<file path="src/rtl/cbm_pkg.sv">
package cbm_pkg;
  localparam int unsigned CPU_AW = 15;
  localparam int unsigned ROM_AW = 17;
  localparam int unsigned RAM_AW = 13;
  localparam int unsigned CTL_W  = 8;
  localparam int unsigned NWIN   = 5;
  localparam int unsigned LOC_W  = 13;
  localparam int unsigned PAGE_LO = 5;
  localparam int unsigned RAM_BIG_BIT = 6;

  typedef enum logic [2:0] {
    ROM_NONE = 3'd0, ROM_8K = 3'd1, ROM_16K = 3'd2,
    ROM_32K  = 3'd3, ROM_64K = 3'd4, ROM_128K = 3'd5
  } rom_size_e;

  typedef enum logic [1:0] {
    RAM_NONE = 2'd0, RAM_4K = 2'd1, RAM_8K = 2'd2
  } ram_size_e;

  typedef logic [2:0] win_t;

  function automatic win_t win_index(input logic [CPU_AW-1:0] a);
    if (a[14:13] != 2'b11) return win_t'(a[14:13]);
    return a[12] ? win_t'(4) : win_t'(3);
  endfunction

  function automatic logic [LOC_W-1:0] win_local(input logic [CPU_AW-1:0] a, input win_t w);
    if (w >= win_t'(3)) return {1'b0, a[11:0]};
    return a[12:0];
  endfunction

  function automatic logic [CPU_AW-1:0] layout_base(input logic [2:0] sz, input win_t w);
    logic [CPU_AW-1:0] b;
    case (sz)
      ROM_16K: case (w)
        3'd1, 3'd3: b = 15'h2000;
        3'd4:       b = 15'h3000;
        default:    b = 15'h0000;
      endcase
      ROM_32K, ROM_64K, ROM_128K: case (w)
        3'd1:    b = 15'h2000;
        3'd2:    b = 15'h4000;
        3'd3:    b = 15'h6000;
        3'd4:    b = 15'h7000;
        default: b = 15'h0000;
      endcase
      default: b = (w == win_t'(4)) ? 15'h1000 : 15'h0000;
    endcase
    return b;
  endfunction

  function automatic logic [ROM_AW-1:0] page_base(input logic [2:0] sz, input logic [CTL_W-1:0] c);
    case (sz)
      ROM_64K:  return {1'b0, c[PAGE_LO], 15'h0000};
      ROM_128K: return {c[PAGE_LO+1:PAGE_LO], 15'h0000};
      default:  return '0;
    endcase
  endfunction

  function automatic logic ram_present(input logic [1:0] rs);
    return (rs == RAM_4K) || (rs == RAM_8K);
  endfunction

  function automatic logic ram_enabled(input logic [2:0] sz, input logic [1:0] rs,
                                       input logic [CTL_W-1:0] c);
    if (!ram_present(rs)) return 1'b0;
    if (sz == ROM_128K) return c[RAM_BIG_BIT];
    return c[PAGE_LO];
  endfunction

  function automatic logic ram_window(input logic [2:0] sz, input logic [1:0] rs, input win_t w);
    if (w == win_t'(4)) return 1'b1;
    return (w == win_t'(3)) && (sz != ROM_128K) && (rs == RAM_8K);
  endfunction

  function automatic logic [RAM_AW-1:0] ram_offset(input logic [1:0] rs, input win_t w,
                                                   input logic [LOC_W-1:0] loc);
    logic [RAM_AW-1:0] hi;
    hi = (w == win_t'(4) && rs == RAM_8K) ? 13'h1000 : 13'h0000;
    return hi + {1'b0, loc[11:0]};
  endfunction
endpackage

</file>
<file path="src/rtl/cbm_ctl_reg.sv">
module cbm_ctl_reg #(
  parameter int unsigned W = 8
) (
  input  logic         clk,
  input  logic         rst_n,
  input  logic         wr,
  input  logic [W-1:0] d,
  output logic [W-1:0] q
);
  always_ff @(posedge clk) begin
    if (!rst_n)  q <= '0;
    else if (wr) q <= d;
  end
endmodule

</file>
<file path="src/rtl/cbm_win_dec.sv">
module cbm_win_dec
  import cbm_pkg::*;
#(
  parameter int unsigned AW = CPU_AW,
  parameter int unsigned NW = NWIN
) (
  input  logic [AW-1:0]    addr,
  output win_t             win,
  output logic [LOC_W-1:0] loc,
  output logic [NW-1:0]    hit
);
  always_comb begin
    win = win_index(addr);
    loc = win_local(addr, win);
  end

  for (genvar i = 0; i < NW; i++) begin : g_hit
    assign hit[i] = (win == win_t'(i));
  end
endmodule

</file>
<file path="src/rtl/cbm_rom_map.sv">
module cbm_rom_map
  import cbm_pkg::*;
#(
  parameter int unsigned AW = ROM_AW
) (
  input  logic [2:0]       rom_size,
  input  logic [CTL_W-1:0] ctl,
  input  win_t             win,
  input  logic [LOC_W-1:0] loc,
  output logic [AW-1:0]    rom_addr
);
  localparam int unsigned PAD_B = AW - CPU_AW;
  localparam int unsigned PAD_L = AW - LOC_W;

  always_comb begin
    rom_addr = page_base(rom_size, ctl)
             + {{PAD_B{1'b0}}, layout_base(rom_size, win)}
             + {{PAD_L{1'b0}}, loc};
  end
endmodule

</file>
<file path="src/rtl/cbm_ram_gate.sv">
module cbm_ram_gate
  import cbm_pkg::*;
#(
  parameter int unsigned AW = RAM_AW
) (
  input  logic [2:0]       rom_size,
  input  logic [1:0]       ram_size,
  input  logic [CTL_W-1:0] ctl,
  input  win_t             win,
  input  logic [LOC_W-1:0] loc,
  input  logic             rd,
  input  logic             wr,
  output logic             ram_en,
  output logic             ram_hit,
  output logic [AW-1:0]    ram_addr,
  output logic             ram_sel,
  output logic             ram_we
);
  always_comb begin
    ram_en   = ram_enabled(rom_size, ram_size, ctl);
    ram_hit  = ram_en && ram_window(rom_size, ram_size, win);
    ram_addr = ram_offset(ram_size, win, loc);
    ram_sel  = ram_hit && (rd || wr);
    ram_we   = ram_hit && wr;
  end
endmodule

</file>
<file path="src/rtl/cart_bank_mapper.sv">
module cart_bank_mapper
  import cbm_pkg::*;
#(
  parameter int unsigned CAW = CPU_AW,
  parameter int unsigned RMW = ROM_AW,
  parameter int unsigned RAW = RAM_AW,
  parameter int unsigned CW  = CTL_W
) (
  input  logic           clk,
  input  logic           rst_n,
  input  logic [2:0]     rom_size,
  input  logic [1:0]     ram_size,
  input  logic [CAW-1:0] cpu_addr,
  input  logic           cpu_rd,
  input  logic           cpu_wr,
  input  logic           ctl_wr,
  input  logic [CW-1:0]  ctl_data,
  output logic [RMW-1:0] rom_addr,
  output logic [RAW-1:0] ram_addr,
  output logic           ram_sel,
  output logic           ram_we
);
  logic [CW-1:0]    ctl_q;
  win_t             win;
  logic [LOC_W-1:0] loc;
  logic [NWIN-1:0]  win_hit;
  logic             ram_en;
  logic             ram_hit;

  cbm_ctl_reg #(.W(CW)) u_ctl (
    .clk(clk), .rst_n(rst_n), .wr(ctl_wr), .d(ctl_data), .q(ctl_q)
  );

  cbm_win_dec #(.AW(CAW), .NW(NWIN)) u_dec (
    .addr(cpu_addr), .win(win), .loc(loc), .hit(win_hit)
  );

  cbm_rom_map #(.AW(RMW)) u_rom (
    .rom_size(rom_size), .ctl(ctl_q), .win(win), .loc(loc), .rom_addr(rom_addr)
  );

  cbm_ram_gate #(.AW(RAW)) u_ram (
    .rom_size(rom_size), .ram_size(ram_size), .ctl(ctl_q), .win(win), .loc(loc),
    .rd(cpu_rd), .wr(cpu_wr), .ram_en(ram_en), .ram_hit(ram_hit),
    .ram_addr(ram_addr), .ram_sel(ram_sel), .ram_we(ram_we)
  );
endmodule

</file>
<file path="config.mk">
export PLATFORM = sky130hd
export DESIGN_NAME = cart_bank_mapper
export DESIGN_NICKNAME = d
export VERILOG_FILES = /design/src/rtl/cbm_pkg.sv /design/src/rtl/cbm_ctl_reg.sv /design/src/rtl/cbm_win_dec.sv /design/src/rtl/cbm_rom_map.sv /design/src/rtl/cbm_ram_gate.sv /design/src/rtl/cart_bank_mapper.sv
export SDC_FILE = /design/constraint.sdc
export NUM_CORES = 1
export LEC_CHECK = 0
export CORE_UTILIZATION = 26
export DETAILED_ROUTE_END_ITERATION = 10
export PLACE_DENSITY = 0.91
export REMOVE_ABC_BUFFERS = 1
export SLEW_MARGIN = 20
export SYNTH_ARGS = -nofsm -noshare
export SYNTH_HDL_FRONTEND = slang
export SYNTH_SLANG_ARGS = --single-unit
</file>
<file path="constraint.sdc">
create_clock -name clk -period 3.65 [get_ports clk]
set_clock_uncertainty 0.2 [all_clocks]
set_input_delay 0.73 -clock clk [delete_from_list [all_inputs] [get_ports clk]]
set_output_delay 0.73 -clock clk [all_outputs]
set_load 0.02 [all_outputs]
</file>
==> results.yml <==
finish:
  regMostFlops: "u_ctl.q"
  reg.largest.list: "u_ctl.q (2)"
  area.growth.synth_to_final_pct: 23.75
  fin_cells: 88
  layout.nets: 101
  antennaDiodeCount: 0
  largest_register_ffs: 2
  drive_above_1_share_pct: 12.70
  nFillCells: 186
  layout_commonest_cell: "clkdlybuf4s50_1"
clock_network:
  cts_made_buffers: 3
  htreeDepth: 1
  clkLatencyLatePin_ns: 0.23
  tritoncts: "built"
  clockBufferDepth: 2
  cts.sinks: 2
  cts-root-buf: "clkbuf_4"
  clkTransAtPathRegs_ns: 0.03
sta:
  period_minus_slack_ns: 3.441
  slew_headroom_pct: 80.94
  setup_slack_ns: 0.2091
  tightest_slew_ns: 0.2780
  hold_viol: 0
  whs_ns: 0.3656
  drv_slew: 0
  max_freq_ghz: 0.2906
  setup_viol: 0
  fin_crit_sh_pct: 94.27
  rsz0062_at_grt: "false"
die:
  core_area_sq_mm: 0.001727
  die-area_sq_mm: 0.001999
  rows: 15
  io_pins: 65
  start_util_pct: 27.46
  dieWidth_um: 44.71
  die_h_um: 44.71
detailed_routing:
  ant_nets: 0
  totalWireLength_mm: 1.306
  route.detailed.drc: 0
  drtIter0Drc: 1
  wl_per_cell_um: 14.84
  vias_per_cell: 4.648
  first_pass_iters: 2
  vias: 409
synthesis:
  ys_warn_count: 0
  ys_seq_elements: 2
  syn_area_per_cell_sq_um: 8.037
  synth_area_sq_um: 474.2
  synth_top_area_share_pct: 37.99
  synth_area_leaders: "buf_4 38%, dfxtp_1 8.4%, ha_1 7.9%, mux2i_1 6.3%, xnor2_1 3.7%"
  synth_top_area_cell: "buf_4"
  synth.distinct_cells: 25
  synth_seq_area_share_pct: 8.443
  synth_cells: 59
placed_design:
  gp_congestion: 0.7452
  dp_hpwl_mm: 1.063
  io_buffers: 22
  dp.cells: 85
  pre_cts_ws_ns: -0.05008
global_routing:
  grt_use_total_pct: 14.71
  grt_max_degree: 7
  antenna_found_initial: 0
  grt_pass1_vias: 451
  grt-ovfl-total: 0
  grt_pass1_wl_mm: 2.021
run_status:
  run_status: "completed"
critical_path:
  r2r-start: "u_ctl.q[5]$_SDFFE_PN0P_"
  worstSetupStartpointType: "primary input"
  cp.required_ns: 2.72
  criticalPathCategory: "in -> out"
  r2r_cells: 2
  reg2reg_slack_ns: 2.77
  cp-end-kind: "primary output"
  worstPathArrival_ns: 2.51
  rr_endpoint: "u_ctl.q[5]$_SDFFE_PN0P_"
  worstPathMaxFanout: 6
min_path:
  hold_end: "u_ctl.q[6]$_SDFFE_PN0P_"
  min_path_cells: 2
  hold_path_class: "reg -> reg"
  worstHoldStart: "u_ctl.q[6]$_SDFFE_PN0P_"
flow_run:
  maxCapViolCount: 0
power_and_ir_drop:
  p_per_area_mw_per_mm2: 210.6
  vdd_drop_max_mv: 0.1669
  cellLeakagePower_nw: 0.2528
synth_stat cells:
library cell	count
and2_1	2
xor2_1	1
dfxtp_1	2
ha_1	3
a21boi_1	1
nand2b_1	1
nand4_1	1
nand3b_1	1
buf_4	24
nor4b_2	1
inv_1	1
mux2i_1	3
nand3_1	2
and3b_1	1
nor2b_1	2
a21boi_0	1
nand2_1	1
nor2_1	2
nor4_2	1
o21ai_1	2
xnor2_1	2
and3_1	1
or2b_1	1
o211ai_1	1
and2b_1	1
kinds of logic after synthesis:
| kind of cell | count (synthesis) | share of synthesized area [%] |
|---|---|---|
| flops | 2 | 8.444 |
| xor+xnor | 3 | 5.542 |
| simple gates | 18 | 26.12 |
| mux | 3 | 6.333 |
| buf+inv | 25 | 38.78 |
| fa+ha+maj | 3 | 7.916 |
| compound gates | 5 | 6.862 |
where the power goes:
part           switching (mW)  total, mW  internal [mW]
logic                  0.0191     0.0469         0.0278
registers             0.00139     0.0247         0.0234
clock network          0.0154     0.0519         0.0365
worst max path at each step:
stage / depth (start not counted) / from / to / slack [ns]
6_report: 5 / cpu_addr[13] / rom_addr[13] / 0.21
5_1_grt: 8 / cpu_addr[13] / rom_addr[16] / 0.07
4_1_cts: 5 / cpu_addr[13] / rom_addr[13] / 0.20
3_5_place_dp: 8 / cpu_addr[13] / rom_addr[16] / -0.05
3_3_place_gp: 8 / cpu_addr[13] / rom_addr[16] / -0.009
2_1_floorplan: 6 / cpu_addr[12] / rom_addr[16] / 0.95
worst max-delay path: stages:
cell and delay (ns):
clkdlybuf4s50_1 0.50, and3_1 0.22, ha_1 0.19, ha_1 0.27, clkdlybuf4s50_1 0.59
area by class of cell:
class                      count  area [sq um]  area share (%)
tap                           25         31.28           5.330
timing repair buffer          25         239.0           40.72
sequential                     2         40.04           6.823
clock buffer                   3         22.52           3.838
multi-input combinational     32         250.2           42.64
inverter                       1         3.754          0.6397
through the flow:
stage                     total power [mW]  utilization (%)  setup TNS (ns)  instance area [sq um]
after CTS                           0.1285            33.99               0                  586.8
after global placement             0.07149            32.90       -0.009414                  568.0
after floorplan                    0.04469                -               0                  294.0
after global routing                0.1331            33.99               0                  586.8
after detailed placement           0.07303            32.90         -0.1035                  568.0
final                               0.1236            33.99               0                  586.8
what timing repair did:
| item | in CTS | in global routing |
|---|---|---|
| gates resized for setup | 3 | 0 |
| hold buffers | 0 | 0 |
| setup endpoints to repair | 3 | 0 |
| setup buffers | 0 | 0 |
layer usage:
layer | vias up | GRT usage [%] | share of wire [%]
met5 | - | 5.714 | 0
met2 | 47 | 18.53 | 39
li1 | 184 | - | -
met4 | 0 | 9.091 | 1.3
met1 | 176 | 14.77 | 38
met3 | 2 | 14.40 | 22
Power figures use the tool's default switching activity.
